`src/rtl/chrmap_pkg.sv`:
```
package chrmap_pkg;
  typedef enum logic [1:0] {
    GRAN_8K = 2'd0,
    GRAN_4K = 2'd1,
    GRAN_2K = 2'd2,
    GRAN_1K = 2'd3
  } gran_e;

  localparam logic [15:0] DEC_MASK  = 16'hF007;
  localparam logic [15:0] LO_BASE   = 16'h9000;
  localparam logic [15:0] HI_BASE   = 16'hA000;
  localparam logic [15:0] CTRL_ADDR = 16'hD000;
  localparam logic [15:0] MIRR_ADDR = 16'hD001;
endpackage

```
`src/rtl/chrmap_regs.sv`:
```
module chrmap_regs
  import chrmap_pkg::*;
#(
  parameter int NUM_BANKS = 8,
  parameter int BANK_W    = 16
) (
  input  logic                              clk,
  input  logic                              rst,
  input  logic                              wr_en,
  input  logic [15:0]                       wr_addr,
  input  logic [7:0]                        wr_data,
  output logic [NUM_BANKS-1:0][BANK_W-1:0]  banks,
  output gran_e                             mode_q,
  output logic [1:0]                        mirror_q
);
  localparam int IDX_W = $clog2(NUM_BANKS);

  logic [15:0] masked;
  logic        lo_hit, hi_hit, ctrl_hit, mirr_hit;

  assign masked   = wr_addr & DEC_MASK;
  assign lo_hit   = wr_en && (masked[15:3] == LO_BASE[15:3]);
  assign hi_hit   = wr_en && (masked[15:3] == HI_BASE[15:3]);
  assign ctrl_hit = wr_en && (masked == CTRL_ADDR);
  assign mirr_hit = wr_en && (masked == MIRR_ADDR);

  // One byte pair per bank; each pair decodes its own index
  for (genvar g = 0; g < NUM_BANKS; g++) begin : g_bank
    logic [7:0] lo_q, hi_q;
    always_ff @(posedge clk) begin
      if (rst) begin
        lo_q <= '0;
        hi_q <= '0;
      end else begin
        if (lo_hit && masked[IDX_W-1:0] == IDX_W'(g)) lo_q <= wr_data;
        if (hi_hit && masked[IDX_W-1:0] == IDX_W'(g)) hi_q <= wr_data;
      end
    end
    assign banks[g] = BANK_W'({hi_q, lo_q});
  end

  always_ff @(posedge clk) begin
    if (rst) begin
      mode_q   <= GRAN_8K;
      mirror_q <= 2'd0;
    end else begin
      if (ctrl_hit) mode_q <= gran_e'(wr_data[4:3]);
      if (mirr_hit) mirror_q <= wr_data[1:0];
    end
  end

  // the mirroring code follows the data of a mirroring write
  p_mirror_load_r7: assert property (@(posedge clk) disable iff (rst)
    (wr_en && ((wr_addr & DEC_MASK) == MIRR_ADDR)) |=> mirror_q == $past(wr_data[1:0]));

  // granularity changes only through a control write
  p_mode_hold_r2: assert property (@(posedge clk) disable iff (rst)
    !(wr_en && ((wr_addr & DEC_MASK) == CTRL_ADDR)) |=> $stable(mode_q));

  // reset leaves granularity 0 and vertical mirroring
  p_reset_clear_r8: assert property (@(posedge clk)
    rst |=> (mode_q == GRAN_8K && mirror_q == 2'd0));
endmodule

```
`src/rtl/chrmap_page_calc.sv`:
```
module chrmap_page_calc
  import chrmap_pkg::*;
#(
  parameter int NUM_BANKS = 8,
  parameter int BANK_W    = 16
) (
  input  logic [NUM_BANKS-1:0][BANK_W-1:0] banks,
  input  gran_e                            mode,
  input  logic [2:0]                       slot,
  output logic [BANK_W-1:0]                page
);
  always_comb begin
    unique case (mode)
      GRAN_8K: page = {banks[0][BANK_W-4:0], 3'b000} + BANK_W'(slot);
      GRAN_4K: page = {banks[{slot[2], 2'b00}][BANK_W-3:0], slot[1:0]};
      GRAN_2K: page = {banks[{slot[2:1], 1'b0}][BANK_W-2:0], slot[0]};
      default: page = banks[slot];
    endcase
  end
endmodule

```
`src/rtl/pattern_page_mapper.sv`:
```
module pattern_page_mapper
  import chrmap_pkg::*;
#(
  parameter int PAGE_COUNT = 300,
  parameter int NUM_BANKS  = 8,
  parameter int BANK_W     = 16,
  parameter int PAGE_W     = $clog2(PAGE_COUNT),
  parameter int ROM_AW     = PAGE_W + 10
) (
  input  logic              clk,
  input  logic              rst,
  input  logic              wr_en,
  input  logic [15:0]       wr_addr,
  input  logic [7:0]        wr_data,
  input  logic [12:0]       vid_addr,
  output logic [ROM_AW-1:0] rom_addr,
  output logic [1:0]        mirror_sel
);
  logic [NUM_BANKS-1:0][BANK_W-1:0] banks;
  gran_e                            mode;
  logic [BANK_W-1:0]                page;
  logic [PAGE_W-1:0]                page_idx;

  chrmap_regs #(.NUM_BANKS(NUM_BANKS), .BANK_W(BANK_W)) u_regs (
    .clk(clk), .rst(rst), .wr_en(wr_en), .wr_addr(wr_addr), .wr_data(wr_data),
    .banks(banks), .mode_q(mode), .mirror_q(mirror_sel)
  );

  chrmap_page_calc #(.NUM_BANKS(NUM_BANKS), .BANK_W(BANK_W)) u_calc (
    .banks(banks), .mode(mode), .slot(vid_addr[12:10]), .page(page)
  );

  assign page_idx = PAGE_W'(page % BANK_W'(PAGE_COUNT));

  always_ff @(posedge clk) begin
    if (rst) rom_addr <= '0;
    else     rom_addr <= {page_idx, vid_addr[9:0]};
  end

  // byte offset passes through with one cycle of latency
  p_offset_pass_r9: assert property (@(posedge clk) disable iff (rst)
    1'b1 |=> rom_addr[9:0] == $past(vid_addr[9:0]));

  // the registered page index never exceeds the ROM page count
  p_page_range_r9: assert property (@(posedge clk) disable iff (rst)
    rom_addr[ROM_AW-1:10] < PAGE_COUNT);

  // in 8 KB granularity the low page bits equal the slot
  p_slot_low_r3: assert property (@(posedge clk) disable iff (rst)
    (mode == GRAN_8K) |-> page[2:0] == vid_addr[12:10]);

  // in 2 KB granularity page parity follows slot parity
  p_pair_parity_r5: assert property (@(posedge clk) disable iff (rst)
    (mode == GRAN_2K) |-> page[0] == vid_addr[10]);
endmodule

```
`config.mk`:
```
export PLATFORM = sky130hd
export DESIGN_NAME = pattern_page_mapper
export DESIGN_NICKNAME = d
export VERILOG_FILES = /design/src/rtl/chrmap_pkg.sv /design/src/rtl/chrmap_regs.sv /design/src/rtl/chrmap_page_calc.sv /design/src/rtl/pattern_page_mapper.sv
export SDC_FILE = /design/constraint.sdc
export NUM_CORES = 1
export LEC_CHECK = 0
export BUFFER_PORTS_ARGS = -buffer_cell sky130_fd_sc_hd__buf_2
export CORE_MARGIN = 3
export CORE_UTILIZATION = 60
export CTS_CLUSTER_DIAMETER = 40
export DETAILED_ROUTE_END_ITERATION = 7
export PLACE_DENSITY = 0.75
export RECOVER_POWER = 100
export SLEW_MARGIN = 15
export SYNTH_ARGS = -nofsm -noshare
export SYNTH_HDL_FRONTEND = slang
export SYNTH_HIERARCHICAL = 1
export SYNTH_SLANG_ARGS = --single-unit
```
`constraint.sdc`:
```
create_clock -name clk -period 24.1 [get_ports clk]
set_clock_uncertainty 0.2 [all_clocks]
set_input_delay 3.615 -clock clk [delete_from_list [all_inputs] [get_ports clk]]
set_output_delay 3.615 -clock clk [all_outputs]
set_load 0.01 [all_outputs]
```
# After elaboration in Yosys (flattened, before gate mapping)
# Index checks and enable logic that the tools add are counted.
# word_totals
ff_bits	151
inputBits	40
output_inout_bits	21
# classes
n_addsub	1
n_reduce_logical	22
div_mod_pow	1
n_lt_le_gt_ge	3
muxes	7
n_eq_ne	13
# op_table
operator	n
16-bit binary-select mux with 3-bit select	1
16-bit case mux with 3 select lines	1
16-bit binary-select mux with 2-bit select	1
14-bit two-way mux	2
1-bit logical AND	20
16-bit by 3-bit adder with 16-bit output	1
16-bit by 9-bit modulo with 16-bit output (second input constant)	1
16-bit two-way mux	1
15-bit two-way mux	1
7-bit equality test (second input constant)	2
3-bit equality test (second input constant)	4
3-bit by 4-bit < comparator with 1-bit output (second input constant)	3
4-bit equality test (second input constant)	2
3-bit by 2-bit equality test with 1-bit output (second input constant)	2
3-bit by 1-bit equality test with 1-bit output (second input constant)	1
3-bit logical NOT	1
2-bit by 1-bit equality test with 1-bit output (second input constant)	1
2-bit equality test (second input constant)	1
2-bit logical NOT	1

# Depth between registers and ports, before layout
# Gate-level depths: netlist (run 1).
# logic_depth
ltp_word	4
depth_mapped	32
ltp_nobuf	23

# Hierarchy
# The synthesis (run 1) kept the hierarchy.
# modules_own_cells
mod	instances	cells_per_inst	area_per_inst_um2
chrmap_regs	1	475	5335.1
pattern_page_mapper	1	472	3465.8
chrmap_page_calc	1	145	1681.6

# Worst setup path before layout (run 1)
# Ideal clock, no wire load.
# synth_path
path_type	input -> register
from	input port vid_addr[12]
to	register rom_addr[15]
required_ns	23.777
cell_stages	28
arrival_time_ns	10.311
path_buffers	5
slack_ns	13.466
path_cell_list	buf_6 -> mux4_2 -> mux2_2 -> mux4_2 -> buf_4 -> a21o_1 -> a21o_1 -> and2_0 -> clkbuf_1 -> a21oi_1 -> mux2_1 -> o31a_1 -> o211ai_1 -> a21oi_1 -> a211o_1 -> o211a_1 -> buf_6 -> a31o_2 -> nor3_4 -> o211ai_2 -> o21ai_2 -> mux2_2 -> o31ai_1 -> a41oi_1 -> or2_2 -> buf_2 -> o221ai_1 -> mux2_1
# synth_between
elab_chain_cells	4
word_cells_on_any_way	9
cone_classes	add/sub (1); div (1); mux (7)
# synth_lines
item	line_no	rtl
start: declaration	pattern_page_mapper.sv:15	input logic [12:0] vid_addr,
parallel branches: the longest is 2 deep, another holds 16-bit by 3-bit adder with 16-bit output	n/a	
16-bit case mux with 3 select lines (*)	chrmap_page_calc.sv:13	unique case (mode)
named net page[10]	pattern_page_mapper.sv:21	logic [BANK_W-1:0] page;
16-bit by 9-bit modulo with 16-bit output (*)	pattern_page_mapper.sv:33	assign page_idx = PAGE_W'(page % BANK_W'(PAGE_COUNT));
end signal: assignment	pattern_page_mapper.sv:37	else rom_addr <= {page_idx, vid_addr[9:0]};
end: declaration	pattern_page_mapper.sv:16	output logic [ROM_AW-1:0] rom_addr,
# Mark *: on every way through the listed nets, which the timed path passes. The select of a mux whose other input is x is not followed.
# A chain may end at the register's enable or synchronous reset.

# Final worst setup path (run 1)
# layout_path
from	input port vid_addr[11]
to	register rom_addr[15]
# layout_between
elab_chain_cells	4
word_cells_on_any_way	7
cone_classes	add/sub (1); div (1); mux (5)
# layout_lines
item	line_no
parallel branches: the longest is 2 deep, another holds 16-bit by 3-bit adder with 16-bit output	n/a
16-bit case mux with 3 select lines (*)	chrmap_page_calc.sv:13
named net page[14]	pattern_page_mapper.sv:21
16-bit by 9-bit modulo with 16-bit output (*)	pattern_page_mapper.sv:33
# Marked as above.

==> flow_summary.yaml, run 1 <==
synth:
  synth_top_family_by_area: "multiplexers"
  postSynthAreaPerCell_sq_um: 9.60
  syn_area_sq_mm: 0.0105
  yosys_warnings: 6
  synth-compound-area-share: 0.167
  synthAdderAreaFrac: 0.00191
  synth_nets: 1132
  synth-main-ff-cell: "dfxtp_1"
  synth_cell_types: 106
  synthMuxAreaShare: 0.260
  syn_inst: 1092
  synth-seq-cells: 151
  yosysSeqAreaShare: 0.288
  synth_edf_count: 0
  async_flop_share: 0
  synth_simple_gate_area_frac: 0.212
  yosys.area_share.xor_xnor: 0.0199
clocking:
  cts_resized: 0
  root_buffer: "clkbuf_16"
  cts_hold_buffers: 0
  cts_setup_buffers: 0
  clockBufferDepth: 2
  clock_sinks: 151
  cts_tree: "built"
  numCtsBuffers: 17
  htree_levels: 4
  clk_latency_ps: 430
  clk_pin_slew_worst_paths_ps: 60
worst_setup_path:
  crit_end: "rom_addr[15]"
  rr_worst_depth: 22
  critPathKind: "primary input to flop"
  cp_max_fo: 44
  crit_arrival_ps: 15220
  crit_start: "vid_addr[11]"
  ff2ff_setup_slack_ps: 13900
  r2r_end: "rom_addr[15]"
  start_kind: "primary input"
  cp-end-kind: "flop"
  reg2reg_from: "u_regs/mode_q[1]"
  required_ps: 24210
floorplanning:
  die-area_sq_mm: 0.0191
  die_x_um: 138
  ioPinCount: 61
  std_cell_rows: 47
  fp.dieH_um: 138
  core_sq_mm: 0.0168
  start_util: 0.623
outcome:
  status: "finished with violations"
  violations: "capacitance limit, slew limit"
pwr:
  peakVddDrop_uv: 51.2
  powerDensity_mw_per_mm2: 51.6
  leakage_nw: 4.81
  p_total_mw: 0.575
sta:
  drv_slew: 213
  rsz0062_at_grt: "no"
  tightest_slew_ps: 3670
  fin_setup_tns_ps: 0
  clock.fmax_mhz: 66.2
  post-route-period-util: 0.627
  min_period_ps: 15110
  finalSetupViolCount: 0
  slew_headroom: -1.44
  finalHoldViolations: 0
routing:
  ant_nets: 0
  post-route-drc-count: 0
  via_per_inst: 6.40
  wirelength_mm: 26.0
  avgRoutedWirePerCell_um: 19.9
  vias: 8352
  first_iter_violations: 788
  drtPass1Iterations: 5
run:
  drv_cap: 3
placed_design:
  place_hpwl_mm: 17.0
  portBuffers: 51
  globalplace.congestion: 0.902
global_route:
  gr-total-overflow: 0
  grt_max_degree: 113
  grt.total_usage: 0.268
  grt_pass1_wl_mm: 42.3
  grt_pass1_vias: 7964
  antenna_found_initial: 1
layout:
  ff_latch_area_sq_mm: 0.00302
  drive_above_1_share: 0.152
  syn_to_final_growth_pct: 6.36
  multi_input_area_sq_mm: 0.00692
  nets: 1112
  fillers: 1400
worst_hold_path:
  hold_class: "flop to flop"
## worst min path at each step
stage | startpoint | to | slack [ps] | depth (start not counted)
after detailed placement | u_regs/g_bank[5].hi_q[3] | u_regs/g_bank[5].hi_q[3] | 260 | 2
after floorplan | u_regs/g_bank[2].hi_q[4] | u_regs/g_bank[2].hi_q[4] | 250 | 2
after global routing | u_regs/g_bank[2].hi_q[6] | u_regs/g_bank[2].hi_q[6] | 290 | 2
after global placement | u_regs/g_bank[2].hi_q[6] | u_regs/g_bank[2].hi_q[6] | 260 | 2
final | u_regs/g_bank[3].hi_q[2] | u_regs/g_bank[3].hi_q[2] | 270 | 2
after CTS | u_regs/g_bank[3].hi_q[2] | u_regs/g_bank[3].hi_q[2] | 280 | 2
## critical path: stages
cell and delay, ps:
buf_2 70, clkbuf_1 2330, mux4_2 750, mux2_2 280, mux4_2 720, o21a_1 280
o22ai_1 440, a211oi_1 210, o32a_1 430, nor3_1 380, a21o_1 510, a32oi_1 340
a21bo_1 420, a32oi_1 250, o211a_1 380, nand3_1 160, a32oi_1 650, o211ai_1 340
o21ai_0 670, mux2i_1 170, a31oi_1 510, mux2i_1 440, o31a_1 320, o221ai_1 150
mux2_1 350
## metrics by stage
step | setup WS (ps) | std cells | util | hold WS (ps) | instance area [sq um]
floorplan | 13470 | 1092 | - | 245 | 10500
global placement | 11360 | 1273 | 0.630 | 258 | 10600
detailed placement | 11270 | 1273 | 0.630 | 265 | 10600
CTS | 11740 | 1304 | 0.667 | 276 | 11200
global route | 7610 | 1304 | 0.663 | 288 | 11100
finish | 8990 | 1306 | 0.663 | 274 | 11100
## logic make-up after synthesis
group	Yosys count
simple gates	375
mux	219
compound gates	215
flops	151
buf+inv	107
xor+xnor	23
fa+ha+maj	2
## layer usage
layer,track usage,up-vias,share of wire
met3,0.0487,40,0.067
met1,0.371,4040,0.45
li1,-,3992,-
met4,0.0733,2,0.015
met2,0.434,278,0.47
met5,0,-,0.00042
## sequential cells by signal (all words and copies together), names as in the netlist
signal / cells
u_regs/mode_q: 2
u_regs/g_bank.hi_q: 64
u_regs/g_bank.lo_q: 64
rom_addr: 19
u_regs/mirror_q: 2
## synthesized netlist by cell type (all sizes together), types with 6 or more instances
library cell,instances,area [sq um]
o221ai,6,52.6
o211ai,11,87.6
mux2i,163,1630
clkbuf,56,211
o22ai,9,62.6
a22oi,7,52.6
nand4,11,124
xnor2,19,174
a221o,8,80.1
and3,7,43.8
a211o,14,123
nor2,52,203
and2,8,50.1
nor2b,24,150
inv,9,33.8
o21ai,24,128
a211oi,14,110
o211a,6,60.1
o31ai,6,58.8
nand3,31,185
nand2b,144,901
mux4,41,923
or3,9,56.3
mux2,15,173
nand2,48,185
a21o,11,83.8
a21oi,37,211
buf,40,269
dfxtp,151,3020
nor3,17,108
## power breakdown
group	switching (mW)	internal, mW
clock network	0.109	0.173
logic	0.0236	0.0165
registers	0.000693	0.251
## cell usage in the layout (no fill, tap or decap), types with 5 or more instances in the layout
cell	Yosys	final
nand3_2	6	6
a22o_1	5	5
mux2_2	10	10
a21oi_1	32	32
or3_1	9	9
nand2_1	46	46
o211a_1	6	6
o21ai_0	18	19
o221ai_1	6	6
nand3_1	25	25
and2_1	7	7
nand4_1	5	5
a211o_1	14	14
o21a_1	5	5
buf_2	20	29
nor3_1	15	15
clkbuf_1	55	24
nor2_1	49	49
o211ai_1	10	11
xnor2_1	18	18
a211oi_1	13	13
mux2i_1	163	163
nor2b_1	24	24
o31ai_1	5	5
and3_1	7	7
mux4_2	41	41
a21o_1	10	11
dfxtp_1	151	151
nand2b_1	144	144
o22ai_1	8	9
a221o_1	8	8
inv_1	8	8
clkbuf_16	0	17
a22oi_1	7	7
## final cells by class
class                           count  share of cell area
Antenna cell                        2            0.000449
Clock buffer                       17              0.0382
Clock inverter                     14              0.0178
Inverter                           11             0.00370
Multi-Input combinational cell    834               0.620
Sequential cell                   151               0.271
Tap cell                          220              0.0247
Timing Repair Buffer               57              0.0238
No activity file was read; power rests on OpenSTA's default activity.
==> run 2, diff against run 1 <==
==> constraint.sdc (replaced) <==
create_clock -name clk -period 15.5 [get_ports clk]
set_clock_uncertainty 0.2 [all_clocks]
set_input_delay 2.325 -clock clk [delete_from_list [all_inputs] [get_ports clk]]
set_output_delay 2.325 -clock clk [all_outputs]
set_load 0.01 [all_outputs]
==> flow_summary.yaml, run 2 (synthesis results as in run 1) <==
outcome:
  status: "finished with violations"
  violations: "capacitance limit, slew limit"
sta:
  clock.fmax_mhz: 82.8
  fin_setup_tns_ps: 0
  finalHoldViolations: 0
  min_period_ps: 12070
  tightest_slew_ps: 3290
  drv_slew: 168
  rsz0062_at_grt: "no"
  post-route-period-util: 0.779
  finalSetupViolCount: 0
  timing.final.ws_setup_ps: 3430
  slew_headroom: -1.19
clocking:
  clk_pin_slew_worst_paths_ps: 60
  htree_levels: 4
  clk_latency_ps: 440
  cts_setup_buffers: 0
  clockBufferDepth: 2
  root_buffer: "clkbuf_16"
  cts_hold_buffers: 0
  numCtsBuffers: 17
  cts_tree: "built"
  cts_resized: 0
  clock_sinks: 151
worst_setup_path:
  crit_end: "rom_addr[15]"
  critPathMostFrequentCell: "a32oi_1"
  crit_path_top_delay_cell: "mux4_2"
  crit_family: "compound AO/OA/AOI/OAI gates"
  reg2reg_from: "u_regs/mode_q[1]"
  cp-end-kind: "flop"
  critPathKind: "primary input to flop"
  rr_worst_depth: 22
  crit_arrival_ps: 12200
  crit_start: "vid_addr[11]"
  cpPeakStageDelay_ps: 720
  worstSetupPathDepth: 25
  cp_max_fo: 44
  r2r_end: "rom_addr[15]"
  start_kind: "primary input"
  cp_num_buf_inv: 2
  ff2ff_setup_slack_ps: 5210
  required_ps: 15620
global_route:
  antenna_found_initial: 1
  grt_pass1_vias: 7891
  gr-total-overflow: 0
  grt_pass1_wl_mm: 41.6
  grt.total_usage: 0.265
  grt_max_degree: 95
layout:
  syn_to_final_growth_pct: 5.91
  fillers: 1416
  final_cell_mix: "163 x mux2i_1, 151 x dfxtp_1, 144 x nand2b_1"
  final_cell_area_sq_mm: 0.0111
  drive_above_1_share: 0.151
  layout_commonest_cell: "mux2i_1"
  ff_latch_area_sq_mm: 0.00302
  top_regs: "u_regs/g_bank.hi_q x64, u_regs/g_bank.lo_q x64, rom_addr x19"
  nets: 1112
  multi_input_area_sq_mm: 0.00692
floorplanning:
  die_x_um: 138
  ioPinCount: 61
  start_util: 0.623
  core_sq_mm: 0.0168
  std_cell_rows: 47
  fp.dieH_um: 138
  die-area_sq_mm: 0.0191
pwr:
  leakage_nw: 4.79
  powerDensity_mw_per_mm2: 77.7
  peakVddDrop_uv: 78.6
routing:
  ant_nets: 0
  via_per_inst: 6.44
  post-route-drc-count: 0
  first_iter_violations: 836
  vias: 8406
  drtPass1Iterations: 8
  wirelength_mm: 25.7
  avgRoutedWirePerCell_um: 19.7
placed_design:
  dp_slack_ps: 4020
  globalplace.congestion: 0.897
  portBuffers: 51
  place_hpwl_mm: 17.0
  placed_area_sq_mm: 0.0106
worst_hold_path:
  min_delay_path_depth: 2
  hold_class: "flop to flop"
run:
  drv_cap: 2
[run 2: cell count changes in the layout (fill, tap and decap cells not counted)]
cell	change
bufinv_16	-2
clkbuf_1	+2
clkinv_4	-2
buf_4	+1
clkbuf_8	+1
clkinv_2	+1
clkinvlp_4	+1
diode_2	-1
inv_6	-1
[run 2: how the worst min path moves through the flow]
stage,start,to,slack (ps)
final,u_regs/g_bank[3].hi_q[2],u_regs/g_bank[3].hi_q[2],270
after global routing,u_regs/g_bank[4].hi_q[7],u_regs/g_bank[4].hi_q[7],300
after CTS,u_regs/g_bank[2].hi_q[4],u_regs/g_bank[2].hi_q[4],280
after detailed placement,u_regs/g_bank[4].hi_q[7],u_regs/g_bank[4].hi_q[7],260
after global placement,u_regs/g_bank[3].hi_q[3],u_regs/g_bank[3].hi_q[3],260
after floorplan,u_regs/g_bank[2].hi_q[4],u_regs/g_bank[2].hi_q[4],250
[run 2: power breakdown]
group / total [mW] / switching [mW] / internal [mW]
clock network: 0.410 / 0.169 / 0.241
registers: 0.392 / 0.00105 / 0.391
logic: 0.0612 / 0.0360 / 0.0251
[run 2: stage by stage]
step                      instances  power [mW]   util  hold slack (ps)
final                          1306       0.863  0.660              274
after floorplan                1092       0.448      -              245
after global routing           1305       0.889  0.660              297
after detailed placement       1273       0.461  0.630              263
after global placement         1273       0.461  0.630              258
after CTS                      1305       0.865  0.664              278
[run 2: per-layer routing]
metal | GRT usage | routed length [um] | vias up
li1 | - | - | 4000
met1 | 0.374 | 11800 | 4116
met2 | 0.422 | 12000 | 253
met3 | 0.0414 | 1460 | 35
met4 | 0.0816 | 391 | 2
met5 | 0 | 13 | -
[run 2: final cells by class]
cell class | instances | share of cell area
Multi-Input combinational cell | 834 | 0.623
Sequential cell | 151 | 0.272
Clock buffer | 21 | 0.0406
Tap cell | 220 | 0.0248
Timing Repair Buffer | 57 | 0.0242
Clock inverter | 11 | 0.0113
Inverter | 11 | 0.00372
Antenna cell | 1 | 0.000225
[run 2: tightest hold or removal path: stages (launching register included)]
cell	delay (ps)
dfxtp_1	310
nand2b_1	60
mux2i_1	60
==> run 3, diff against run 2 <==
--- a/config.mk
+++ b/config.mk
@@ -5,6 +5,7 @@
 export SDC_FILE = /design/constraint.sdc
 export NUM_CORES = 1
 export LEC_CHECK = 0
+export ABC_AREA = 1
 export BUFFER_PORTS_ARGS = -buffer_cell sky130_fd_sc_hd__buf_2
 export CORE_MARGIN = 3
 export CORE_UTILIZATION = 60
==> constraint.sdc (replaced) <==
create_clock -name clk -period 11.3 [get_ports clk]
set_clock_uncertainty 0.2 [all_clocks]
set_input_delay 1.695 -clock clk [delete_from_list [all_inputs] [get_ports clk]]
set_output_delay 1.695 -clock clk [all_outputs]
set_load 0.01 [all_outputs]
==> flow_summary.yaml, run 3 <==
outcome:
  status: "finished with violations"
  violations: "capacitance limit, slew limit"
sta:
  rsz0062_at_grt: "no"
  timing.final.ws_setup_ps: 1910
  finalSetupViolCount: 0
  slew_headroom: -1.83
  clock.fmax_mhz: 107
  finalHoldViolations: 0
  min_period_ps: 9390
  tightest_slew_ps: 4240
  fin_setup_tns_ps: 0
  post-route-period-util: 0.831
  drv_slew: 135
synth:
  yosys_warnings: 6
  synth_top_cell_area_share: 0.291
  async_flop_share: 0
  syn_area_sq_mm: 0.0104
  synth_edf_count: 0
  postSynthAreaPerCell_sq_um: 5.93
  yosysSeqAreaShare: 0.291
  syn_inst: 1750
  synth_most_common_cell: "nand2_1"
  synth-seq-cells: 151
  synth_common_cells: "562 x nand2_1, 277 x nand3_1, 194 x nor2_1, 152 x a21oi_1, 151 x dfxtp_1"
  synth_area_leaders: "dfxtp_1 29%, nand2_1 20%, nand3_1 13%, a21oi_1 7.3%, nor2_1 7.0%"
  synth-main-ff-cell: "dfxtp_1"
  synth_cell_types: 35
  synth_nets: 1790
  synth_top_area_cell: "dfxtp_1"
global_route:
  gr-total-overflow: 0
  grt_pass1_wl_mm: 45.2
  grt_pass1_vias: 9234
  antenna_found_initial: 0
  grt.total_usage: 0.296
  grt_max_degree: 129
worst_setup_path:
  start_kind: "primary input"
  cp_max_fo: 39
  crit_path_top_delay_cell: "inv_1"
  cp-end-kind: "flop"
  required_ps: 11450
  crit_arrival_ps: 9540
  critPathKind: "primary input to flop"
  cpPeakStageDelay_ps: 1170
layout:
  nets: 1761
  fin_util: 0.652
  final_cell_mix: "563 x nand2_1, 277 x nand3_1, 192 x nor2_1"
  antenna_cells: 0
  layout_commonest_cell: "nand2_1"
  top_regs: "u_regs/g_bank.hi_q x64, u_regs/g_bank.lo_q x64, rom_addr x19"
  final_cells: 1954
  syn_to_final_growth_pct: 5.19
  drive_above_1_share: 0.107
clocking:
  cts_tree: "built"
  root_buffer: "clkbuf_16"
  clk_latency_ps: 430
  cts_setup_buffers: 0
  clk_pin_slew_worst_paths_ps: 60
  cts_hold_buffers: 0
  numCtsBuffers: 17
  clockBufferDepth: 2
  htree_levels: 4
  clock_sinks: 151
  cts_resized: 0
floorplanning:
  start_util: 0.620
  core_sq_mm: 0.0168
  fp.dieH_um: 138
  ioPinCount: 61
  die-area_sq_mm: 0.0189
  std_cell_rows: 47
  die_x_um: 138
placed_design:
  globalplace.congestion: 0.861
  portBuffers: 51
  dp_slack_ps: 2250
  place_hpwl_mm: 16.8
  dp_cells: 1922
pwr:
  leakage_nw: 5.12
  powerDensity_mw_per_mm2: 114
  peakVddDrop_uv: 99.8
  p_total_mw: 1.24
worst_hold_path:
  hold_class: "flop to flop"
routing:
  ant_nets: 0
  avgRoutedWirePerCell_um: 14.2
  post-route-drc-count: 0
  vias: 10647
  wirelength_mm: 27.8
  via_per_inst: 5.45
  first_iter_violations: 838
  drtPass1Iterations: 7
run:
  drv_cap: 3
## run 3: cell families (layout without fill, tap and decap cells)
family                    Yosys count  count (layout)  synth area share
buffers and inverters             272             256             0.120
xor gates and xnor gates           12              12            0.0101
DFF                               151             151             0.291
and+or+nand+nor                  1128            1128             0.482
AOI/OAI and AO/OA                 187             187            0.0970
## run 3: final cells by class
| cell class | count | area (sq um) |
|---|---|---|
| clock inverters | 12 | 119 |
| flip-flops and latches | 151 | 3020 |
| repair buffers | 65 | 333 |
| fillers | 1702 | 5840 |
| multi-input cells | 1327 | 6120 |
| inverters | 159 | 601 |
| clock buffers | 20 | 457 |
| well taps | 220 | 275 |
## run 3: report_power, final
group	switching (mW)	total, mW	leakage [nW]	internal (mW)
Clock	0.240	0.558	0.262	0.318
Combinational	0.102	0.145	3.63	0.0428
Sequential	0.00225	0.540	1.22	0.538
Total	0.345	1.24	5.12	0.899
## run 3: routing by layer
layer  vias up  GRT usage  part of all wire  routed length [um]
met5         -          0                 0                   0
met1      4799      0.400              0.45               12400
met3        37     0.0446             0.070                1940
met4         0     0.0909             0.019                 519
met2       335      0.488              0.47               13000
li1       5476          -                 -                   -
## run 3: critical path, delay by kind of cell
family / cells / cell delay [ps]
AO/OA/AOI/OAI: 6 / 1500
AND/OR/NAND/NOR: 45 / 4720
buffers and inverters: 3 / 1590
## run 3: through the flow
step / area [sq um] / hold slack [ps]
2_1_floorplan: 10400 / 244
5_1_grt: 10900 / 300
3_3_place_gp: 10400 / 254
3_5_place_dp: 10400 / 260
4_1_cts: 11000 / 276
6_report: 10900 / 274
## run 3: path summary, 6_finish.rpt
path / start / endpoint / slack [ps] / cells past startpoint
hold / removal: u_regs/g_bank[2].lo_q[0] / u_regs/g_bank[2].lo_q[0] / 270 / 2
setup reg to reg: u_regs/mode_q[1] / rom_addr[14] / 3050 / 50
hold reg to reg: u_regs/g_bank[2].lo_q[0] / u_regs/g_bank[2].lo_q[0] / 270 / 2
setup / recovery: vid_addr[12] / rom_addr[14] / 1910 / 54
